**src/rtl/pad_port_pkg.sv**
```systemverilog
package pad_port_pkg;
    localparam int unsigned REG_AW = 2;

    typedef enum logic [REG_AW-1:0] {
        RA_DIR = 2'd0,
        RA_OUT = 2'd1,
        RA_PIN = 2'd2,
        RA_CFG = 2'd3
    } reg_addr_e;
endpackage

```
**src/rtl/port_regs.sv**
```systemverilog
module port_regs
    import pad_port_pkg::*;
#(
    parameter int unsigned W       = 8,
    parameter int unsigned KILL_POS = 2
) (
    input  logic              clk,
    input  logic              rst,
    input  logic              wr_i,
    input  logic [REG_AW-1:0] addr_i,
    input  logic [W-1:0]      wdata_i,
    input  logic [W-1:0]      pin_i,
    output logic [W-1:0]      dir_o,
    output logic [W-1:0]      outr_o,
    output logic              kill_o,
    output logic [W-1:0]      rdata_o
);
    typedef struct packed {
        logic [W-1:0] dir;
        logic [W-1:0] outr;
        logic         kill;
    } regs_t;

    regs_t regs_d, regs_q;

    always_comb begin
        regs_d = regs_q;
        if (wr_i) begin
            unique case (reg_addr_e'(addr_i))
                RA_DIR:  regs_d.dir  = wdata_i;
                RA_OUT:  regs_d.outr = wdata_i;
                RA_CFG:  regs_d.kill = wdata_i[KILL_POS];
                default: ;
            endcase
        end
    end

    always_ff @(posedge clk) begin
        if (rst) regs_q <= '0;
        else     regs_q <= regs_d;
    end

    always_comb begin
        unique case (reg_addr_e'(addr_i))
            RA_DIR:  rdata_o = regs_q.dir;
            RA_OUT:  rdata_o = regs_q.outr;
            RA_PIN:  rdata_o = pin_i;
            default: rdata_o = W'(regs_q.kill) << KILL_POS;
        endcase
    end

    assign dir_o  = regs_q.dir;
    assign outr_o = regs_q.outr;
    assign kill_o = regs_q.kill;

    AST_DIR_WRITE: assert property (@(posedge clk) disable iff (rst)
        (wr_i && addr_i == RA_DIR) |=> (dir_o == $past(wdata_i)))
        else $error("direction write lost");
endmodule

```
**src/rtl/pin_sync.sv**
```systemverilog
module pin_sync #(
    parameter int unsigned W      = 8,
    parameter int unsigned STAGES = 2
) (
    input  logic         clk,
    input  logic         rst,
    input  logic [W-1:0] din_i,
    output logic [W-1:0] dout_o
);
    logic [STAGES-1:0][W-1:0] stg_d, stg_q;

    always_comb begin
        stg_d[0] = din_i;
        for (int i = 1; i < STAGES; i++) stg_d[i] = stg_q[i-1];
    end

    always_ff @(posedge clk) begin
        if (rst) stg_q <= '0;
        else     stg_q <= stg_d;
    end

    assign dout_o = stg_q[STAGES-1];
endmodule

```
**src/rtl/pad_mux.sv**
```systemverilog
module pad_mux #(
    parameter int unsigned W = 8
) (
    input  logic [W-1:0] dir_i,
    input  logic [W-1:0] outr_i,
    input  logic         kill_i,
    input  logic [W-1:0] pu_en_i,
    input  logic [W-1:0] pu_val_i,
    input  logic [W-1:0] dir_en_i,
    input  logic [W-1:0] dir_val_i,
    input  logic [W-1:0] val_en_i,
    input  logic [W-1:0] val_val_i,
    input  logic [W-1:0] ie_en_i,
    input  logic [W-1:0] ie_val_i,
    input  logic         sleep_i,
    input  logic [W-1:0] keep_i,
    input  logic [W-1:0] pad_i,
    output logic [W-1:0] oe_o,
    output logic [W-1:0] out_o,
    output logic [W-1:0] pu_o,
    output logic [W-1:0] ie_o,
    output logic [W-1:0] gated_o
);
    for (genvar p = 0; p < W; p++) begin : g_pin
        logic oe_p, ie_p, pu_reg_p, ie_state_p;

        always_comb begin
            oe_p       = dir_en_i[p] ? dir_val_i[p] : dir_i[p];
            pu_reg_p   = ~dir_i[p] & outr_i[p] & ~kill_i;
            ie_state_p = sleep_i ? keep_i[p] : 1'b1;
            ie_p       = ie_en_i[p] ? ie_val_i[p] : ie_state_p;
        end

        assign oe_o[p]    = oe_p;
        assign out_o[p]   = (oe_p & val_en_i[p]) ? val_val_i[p] : outr_i[p];
        assign pu_o[p]    = pu_en_i[p] ? pu_val_i[p] : pu_reg_p;
        assign ie_o[p]    = ie_p;
        assign gated_o[p] = pad_i[p] & ie_p;
    end
endmodule

```
**src/rtl/pad_port_ctrl.sv**
```systemverilog
module pad_port_ctrl
    import pad_port_pkg::*;
#(
    parameter int unsigned W        = 8,
    parameter int unsigned KILL_POS = 2,
    parameter int unsigned SYNC_N   = 2
) (
    input  logic              clk,
    input  logic              rst,
    input  logic              bus_wr_i,
    input  logic [REG_AW-1:0] bus_addr_i,
    input  logic [W-1:0]      bus_wdata_i,
    output logic [W-1:0]      bus_rdata_o,
    input  logic [W-1:0]      pu_ovr_en_i,
    input  logic [W-1:0]      pu_ovr_val_i,
    input  logic [W-1:0]      dir_ovr_en_i,
    input  logic [W-1:0]      dir_ovr_val_i,
    input  logic [W-1:0]      val_ovr_en_i,
    input  logic [W-1:0]      val_ovr_val_i,
    input  logic [W-1:0]      ie_ovr_en_i,
    input  logic [W-1:0]      ie_ovr_val_i,
    input  logic              sleep_i,
    input  logic [W-1:0]      sleep_keep_i,
    input  logic [W-1:0]      pad_in_i,
    output logic [W-1:0]      pad_oe_o,
    output logic [W-1:0]      pad_out_o,
    output logic [W-1:0]      pad_pu_o,
    output logic [W-1:0]      pad_ie_o,
    output logic [W-1:0]      periph_din_o
);
    logic [W-1:0] dir_q, outr_q, pin_q, gated;
    logic         kill_q;

    port_regs #(.W(W), .KILL_POS(KILL_POS)) u_regs (
        .clk(clk), .rst(rst), .wr_i(bus_wr_i), .addr_i(bus_addr_i),
        .wdata_i(bus_wdata_i), .pin_i(pin_q), .dir_o(dir_q),
        .outr_o(outr_q), .kill_o(kill_q), .rdata_o(bus_rdata_o)
    );

    pad_mux #(.W(W)) u_mux (
        .dir_i(dir_q), .outr_i(outr_q), .kill_i(kill_q),
        .pu_en_i(pu_ovr_en_i), .pu_val_i(pu_ovr_val_i),
        .dir_en_i(dir_ovr_en_i), .dir_val_i(dir_ovr_val_i),
        .val_en_i(val_ovr_en_i), .val_val_i(val_ovr_val_i),
        .ie_en_i(ie_ovr_en_i), .ie_val_i(ie_ovr_val_i),
        .sleep_i(sleep_i), .keep_i(sleep_keep_i), .pad_i(pad_in_i),
        .oe_o(pad_oe_o), .out_o(pad_out_o), .pu_o(pad_pu_o),
        .ie_o(pad_ie_o), .gated_o(gated)
    );

    pin_sync #(.W(W), .STAGES(SYNC_N)) u_sync (
        .clk(clk), .rst(rst), .din_i(gated), .dout_o(pin_q)
    );

    assign periph_din_o = gated;

    // cycles since reset, saturating, for the latency property
    logic [1:0] age_d, age_q;
    always_comb age_d = (age_q == 2'd2) ? age_q : age_q + 2'd1;
    always_ff @(posedge clk) begin
        if (rst) age_q <= '0;
        else     age_q <= age_d;
    end

    AST_KILL_PULLUPS: assert property (@(posedge clk) disable iff (rst)
        kill_q |-> ((pad_pu_o & ~pu_ovr_en_i) == '0))
        else $error("pull-up on while killed");
    AST_PU_OVR: assert property (@(posedge clk) disable iff (rst)
        ((pad_pu_o ^ pu_ovr_val_i) & pu_ovr_en_i) == '0)
        else $error("pull-up override ignored");
    AST_OE_SOURCE: assert property (@(posedge clk) disable iff (rst)
        ((pad_oe_o ^ dir_q) & ~dir_ovr_en_i) == '0)
        else $error("driver enable not from direction");
    AST_DIN_GATED: assert property (@(posedge clk) disable iff (rst)
        (periph_din_o & ~pad_ie_o) == '0)
        else $error("disabled input leaks");
    AST_SYNC_LAT: assert property (@(posedge clk) disable iff (rst)
        (age_q == 2'd2 && SYNC_N == 2) |-> (pin_q == $past(periph_din_o, 2)))
        else $error("synchronizer latency");
endmodule

```
**config.mk**
```make
export PLATFORM = sky130hd
export DESIGN_NAME = pad_port_ctrl
export DESIGN_NICKNAME = d
export VERILOG_FILES = /design/src/rtl/pad_port_pkg.sv /design/src/rtl/port_regs.sv /design/src/rtl/pin_sync.sv /design/src/rtl/pad_mux.sv /design/src/rtl/pad_port_ctrl.sv
export SDC_FILE = /design/constraint.sdc
export NUM_CORES = 1
export LEC_CHECK = 0
export BUFFER_PORTS_ARGS = -buffer_cell sky130_fd_sc_hd__buf_2
export CORE_MARGIN = 4
export CORE_UTILIZATION = 44
export CTS_CLUSTER_SIZE = 20
export DETAILED_ROUTE_END_ITERATION = 6
export MAX_ROUTING_LAYER = met4
export PLACE_DENSITY = 0.86
export SETUP_SLACK_MARGIN = 0.02
export SLEW_MARGIN = 10
export SYNTH_ARGS = -nofsm -noshare
export SYNTH_HDL_FRONTEND = slang
export SYNTH_SLANG_ARGS = --single-unit
```
**constraint.sdc**
```tcl
create_clock -name clk -period 1.63 [get_ports clk]
set_input_delay 0.163 -clock clk [delete_from_list [all_inputs] [get_ports clk]]
set_output_delay 0.163 -clock clk [all_outputs]
set_load 0.005 [all_outputs]
```
==> results of run 1 <==
[worst min-delay path by stage]
stage                   start                to  slack, ns
6_report       bus_wdata_i[4]  u_regs.outr_o[4]       0.14
5_1_grt           pad_in_i[6]  u_sync.stg_d[14]       0.13
4_1_cts        bus_wdata_i[1]  u_regs.outr_o[1]       0.13
3_5_place_dp   bus_wdata_i[1]  u_regs.outr_o[1]       0.42
3_3_place_gp   bus_wdata_i[6]  u_regs.outr_o[6]       0.41
2_1_floorplan  bus_wdata_i[2]     u_regs.kill_o       0.31
[routing by layer]
layer	vias to the layer above	part of all wire [%]
met1	846	37
met5	-	0
met4	0	0.79
met3	4	9.5
met2	99	53
li1	977	-
[cell usage in the layout (no fill, tap or decap), types with 3 or more instances in the layout]
cell type  Yosys  routed
and2_1         8       8
nor3b_1        8       8
mux2_1         8       5
buf_2          1     141
mux2_2         8       7
nand2_1       31      30
inv_1          8       8
nor2_1        25      25
clkbuf_8       0       6
mux2_4         0       4
nor2b_1        8       8
buf_4         26       3
o21ai_0       15      15
a21oi_1        8       8
dfxtp_1       33      28
mux2i_1       24      24
and3b_1        8       8
dfxtp_2        0       5
[cells by family (layout without fill, tap and decap cells)]
| family | Yosys count | count (layout) | synth area share, % |
|---|---|---|---|
| mux | 41 | 41 | 22.6 |
| compound gates | 23 | 23 | 5.88 |
| buf+inv | 40 | 160 | 13.5 |
| simple gates | 92 | 92 | 24.2 |
| flops | 33 | 33 | 33.8 |
[sequential cells by signal (all words and copies together), names as in the netlist]
register	count
u_regs.dir_o	8
u_regs.outr_o	8
u_sync.dout_o	8
u_sync.stg_d	8
u_regs.kill_o	1
[report_power, final]
part / internal, mW / switching (mW) / leakage [nW]
registers: 0.839 / 0.0202 / 0.272
clock network: 0.496 / 0.274 / 0.0574
logic: 0.222 / 0.167 / 1.11
[worst reg2reg max path, cell delays in order (launching register included)]
cell and delay, ns:
dfxtp_1 0.57, mux2i_1 0.14, nor2_1 0.10
[per-stage QoR]
step           util, %  instances  instance area (sq um)  hold WS [ns]
2_1_floorplan        -        229                   1960         0.307
3_3_place_gp      60.7        391                   2510         0.409
3_5_place_dp      60.7        391                   2510         0.421
4_1_cts           63.6        399                   2630         0.130
5_1_grt           64.1        399                   2660         0.131
6_report          64.1        399                   2660         0.144
[synthesized netlist by cell type]
master,number
buf_2,1
and2_1,8
nor2_1,25
nor2b_1,8
a21oi_1,8
buf_4,26
nor2b_2,1
nand3b_1,1
nand3_1,1
mux4_2,1
dfxtp_1,33
nor3b_1,8
and3b_1,8
mux2i_1,24
nor3b_2,1
mux2_1,8
o21ai_0,15
mux2_2,8
inv_1,8
clkbuf_1,3
nand2_1,31
buf_6,2
[area by class of cell]
type	instances	area, sq um
tap	50	62.6
clock buffer	6	82.6
clock inverter	2	37.5
multi-input combinational	156	1050
fill	344	1490
sequential	33	667
inverter	8	30.0
timing repair buffer	144	728
==> results.json, run 1 <==
{
  "critPathLaunch": "u_regs.dir_o[7]",
  "netlist_top_cells_area": "dfxtp_1 34%, mux2i_1 12%, buf_4 10%",
  "syn_area_sq_um": 1960,
  "start_util_pct": 47.2,
  "leakage_nw": 1.44,
  "crit-reg2reg-capture": "u_regs.kill_o",
  "hold_depth": 3,
  "drt-pass1-iter-count": 4,
  "crit_cells": 4,
  "path_cells": "mux2_2 -> nand2_1 -> mux2_1 -> buf_2",
  "clockBufferDepth": 2,
  "cp-end-kind": "output pin",
  "std_cell_rows": 23,
  "grt_antenna_before_repair": 0,
  "setup_viol": 0,
  "grt.total_usage_pct": 18.3,
  "yosysSeqAreaShare_pct": 33.8,
  "wl_per_cell_um": 12.6,
  "grtUsageMet3_pct": 3.87,
  "maxSlewHeadroom_pct": 63.4,
  "synthCells": 229,
  "die_h_um": 74.7,
  "run_status": "completed",
  "critPathKind": "reg2out",
  "dp_hpwl_um": 4170,
  "yosys_register_bits": 33,
  "cts_setup_buffers": 0,
  "max_cap_violations": 0,
  "hp-class": "in2reg",
  "finalWorstSetupSlack_ns": 0.0730,
  "crit_family": "multiplexers",
  "synth_top_area_share_pct": 33.8,
  "gp_congestion": 0.821,
  "cts-root-buf": "clkbuf_8",
  "vdd_drop_max_uv": 558,
  "clkLatencyLatePin_ns": 0.27,
  "setup_tns_ns": 0,
  "die_x_um": 74.7,
  "arrival_ns": 1.39,
  "critPathMaxFanout": 4,
  "die_area_sq_um": 5580,
  "gr-usage-met2_pct": 35.0,
  "startpoint_type": "register",
  "num_vias": 1926,
  "max_freq_mhz": 642,
  "numCtsBuffers": 5,
  "coreArea_sq_um": 4140,
  "drt_iter0_markers": 38,
  "cts.reportedPaths.clkPinSlew_ns": 0.06,
  "grt_use_met1_pct": 17.9,
  "rsz0062_at_grt": "true",
  "drv_slew": 0,
  "area_delta_synth_final_pct": 35.8,
  "path_buf_inv": 1,
  "grt_pass1_wl_um": 7630,
  "cts.htree.levels": 2,
  "min_period_ns": 1.56,
  "grt.busiest_layer": "met2",
  "reg2reg_depth": 2,
  "crit_slowest_cell": "dfxtp_1",
  "io_buffers": 141,
  "fin_crit_sh_pct": 95.5,
  "hold_viol": 0,
  "cts_tree": "yes",
  "synth_top_cell_by_area": "dfxtp_1",
  "yosysWarnings": 0,
  "power_mw": 2.02,
  "drt-total-wl_um": 5030,
  "skew_ns": 0.00233,
  "slowest_delay_ns": 0.34,
  "ctsResizeCount": 0,
  "r2r_setup_slack_ns": 0.76,
  "grt_overflow": 0,
  "synth_cell_types": 22,
  "drt_drc_violations_left": 0,
  "drive_above_1_share_pct": 49.3,
  "power.density_nw_per_um2": 760,
  "vias_per_cell": 4.83,
  "cts_hold_buffers": 0,
  "r2r-start": "u_regs.kill_o",
  "antenna_cells": 0,
  "post-place-ws_ns": 0.351,
  "syn_avg_cell_area_sq_um": 8.55,
  "synthesis.nets": 323,
  "crit_end": "pad_out_o[7]",
  "ant_nets": 0,
  "layout.nets": 442,
  "grt_pass1_vias": 1918,
  "cts.sinks": 33,
  "tightest_slew_ns": 0.549,
  "io_pins": 142,
  "grt_max_degree": 34,
  "critPathRequiredTime_ns": 1.47
}
(Power assumes the default switching activity.)
==> inputs of run 2 (changes only) <==
- ABC_AREA: default -> 1
- CELL_PAD_IN_SITES_DETAIL_PLACEMENT: default -> 1
- CELL_PAD_IN_SITES_GLOBAL_PLACEMENT: default -> 1
- CORE_UTILIZATION: 44 -> 29
- PLACE_DENSITY: 0.86 -> default
- PLACE_DENSITY_LB_ADDON: default -> 0.1
==> results.json, run 2 <==
{
  "fin_cells": 613,
  "max_freq_mhz": 706,
  "reg2reg_depth": 4,
  "yosysWarnings": 0,
  "layout.nets": 604,
  "gp_congestion": 0.798,
  "vdd_drop_max_uv": 452,
  "cts_setup_buffers": 0,
  "finalWorstSetupSlack_ns": 0.213,
  "rsz0062_at_grt": "false",
  "setup_tns_ns": 0,
  "grt.busiest_layer": "met2",
  "antenna_cells": 0,
  "yosys_register_bits": 33,
  "whs_endpoint": "u_regs.outr_o[1]",
  "yosysMostFrequentCell": "nand2_1",
  "area_delta_synth_final_pct": 31.8,
  "cp-end-kind": "output pin",
  "cts_hold_buffers": 0,
  "grt_pass1_wl_um": 11700,
  "cts-root-buf": "clkbuf_8",
  "hold_viol": 0,
  "run_status": "completed",
  "power.density_nw_per_um2": 711,
  "io_pins": 142,
  "drt-pass1-iter-count": 4,
  "die_h_um": 96.8,
  "max_cap_violations": 0,
  "die_x_um": 96.8,
  "synth_edf_count": 0,
  "cts.sinks": 33,
  "io_buffers": 141,
  "yosysSeqAreaShare_pct": 28.9,
  "grt.total_usage_pct": 15.0,
  "fill_cells": 1115,
  "setup_viol": 0,
  "synth_cell_types": 20,
  "arrival_ns": 1.25,
  "fin_crit_sh_pct": 86.9,
  "cts.reportedPaths.clkPinSlew_ns": 0.07,
  "synth_commonest_cells": "114 x nand2_1, 81 x inv_1, 52 x nand3_1, 42 x nor2_1, 33 x dfxtp_1",
  "drt_drc_violations_left": 0,
  "cts.htree.levels": 2,
  "power_mw": 2.14,
  "std_cell_rows": 32,
  "synthCells": 394,
  "synth_async_sr_flop_share_pct": 0,
  "place_inst": 605,
  "layout_common_cells": "141 x buf_2, 114 x nand2_1, 81 x inv_1, 52 x nand3_1, 42 x nor2_1",
  "numCtsBuffers": 5,
  "tightest_slew_ns": 0.461,
  "vias_per_cell": 4.29,
  "hp-class": "in2reg",
  "wl_per_cell_um": 10.9,
  "crit-reg2reg-capture": "u_regs.kill_o",
  "dp_hpwl_um": 5650,
  "coreArea_sq_um": 7690,
  "start_util_pct": 29.8,
  "gr-usage-met2_pct": 26.8,
  "critPathRequiredTime_ns": 1.47,
  "syn_avg_cell_area_sq_um": 5.81,
  "post-place-ws_ns": 0.370,
  "drt-total-wl_um": 6680,
  "drt_iter0_markers": 62,
  "skew_ns": 0.00725,
  "grt_antenna_before_repair": 0,
  "holdCritStartpoint": "bus_wdata_i[1]",
  "grt_overflow": 0,
  "critPathKind": "reg2out",
  "die_area_sq_um": 9370,
  "maxSlewHeadroom_pct": 69.2,
  "synth_top_cell_by_area": "dfxtp_1",
  "synthesis.nets": 488,
  "grt_pass1_vias": 2738,
  "min_period_ns": 1.42,
  "netlist_top_cells_area": "dfxtp_1 29%, nand2_1 19%, inv_1 13%",
  "synth_top_area_share_pct": 28.9,
  "clockBufferDepth": 2,
  "startpoint_type": "register",
  "critPathMaxFanout": 9,
  "drive_above_1_share_pct": 30.5,
  "leakage_nw": 1.82,
  "grt_max_degree": 22,
  "clkLatencyLatePin_ns": 0.29,
  "grt_use_met1_pct": 17.1,
  "ant_nets": 0,
  "syn_area_sq_um": 2290,
  "cts_tree": "yes",
  "grtUsageMet3_pct": 4.25,
  "num_vias": 2629,
  "r2r-start": "u_regs.kill_o",
  "synth-main-ff-cell": "dfxtp_1",
  "final_common_cell": "buf_2",
  "r2r_setup_slack_ns": 0.68,
  "hold_depth": 3,
  "drv_slew": 0
}
==> run 2: changes by cell type after synthesis, sizes merged, moves of 16 or more <==
cell / delta
nand2: +83
inv: +75
nand3: +52
mux2i: -24
nor2: +19
mux2: -16
==> run 2: cells by family (layout without fill, tap and decap cells) <==
| logic type | after synthesis | in the layout | synth area share, % |
|---|---|---|---|
| compound gates | 23 | 23 | 5.80 |
| simple gates | 220 | 220 | 41.0 |
| buf+inv | 118 | 235 | 24.3 |
| flops | 33 | 33 | 28.9 |
==> run 2: stage by stage <==
stage / util (%) / hold slack, ns / area (sq um)
CTS: 39.2 / 0.114 / 3010
detailed placement: 37.6 / 0.396 / 2890
global placement: 37.6 / 0.390 / 2890
global route: 39.2 / 0.125 / 3010
floorplan: - / 0.298 / 2290
finish: 39.2 / 0.117 / 3010
==> run 2: layout make-up <==
cell class	instances	area (sq um)	share of cell area, %
Multi-Input combinational cell	243	1070	35.5
Clock inverter	1	30.0	0.996
Clock buffer	7	86.3	2.86
Timing Repair Buffer	143	721	23.9
Sequential cell	33	661	21.9
Tap cell	102	128	4.23
Inverter	84	319	10.6
==> run 2: worst max path at each step <==
| stage | start | end | cells after the start |
|---|---|---|---|
| floorplan | sleep_i | pad_ie_o[0] | 4 |
| global route | u_regs.kill_o | pad_pu_o[0] | 4 |
| global placement | bus_addr_i[0] | bus_rdata_o[7] | 5 |
| CTS | u_regs.kill_o | pad_pu_o[0] | 4 |
| finish | u_regs.kill_o | pad_pu_o[0] | 4 |
| detailed placement | bus_addr_i[0] | bus_rdata_o[7] | 5 |
==> run 2: worst max-delay path, stage by stage (launching register included) <==
cell        delay (ns)
dfxtp_1           0.38
clkinvlp_4        0.25
nand3_1           0.15
o21ai_0           0.07
buf_2             0.12
==> run 2: report_power, final <==
part	internal (mW)	switching, mW	total, mW
clock	0.498	0.293	0.791
combinational	0.226	0.254	0.480
sequential	0.846	0.0265	0.873
total	1.57	0.574	2.14
==> run 2: repair_timing <==
item / in CTS / in global routing
resized for setup: 0 / 1
endpoints found under the setup margin: 0 / 8
hold endpoints to repair: 0 / 0
==> run 2: layer usage <==
| metal | routed length [um] | part of all wire (%) |
|---|---|---|
| met1 | 2920 | 44 |
| met2 | 3320 | 50 |
| met3 | 414 | 6.2 |
| met4 | 27 | 0.40 |
| met5 | 0 | 0 |
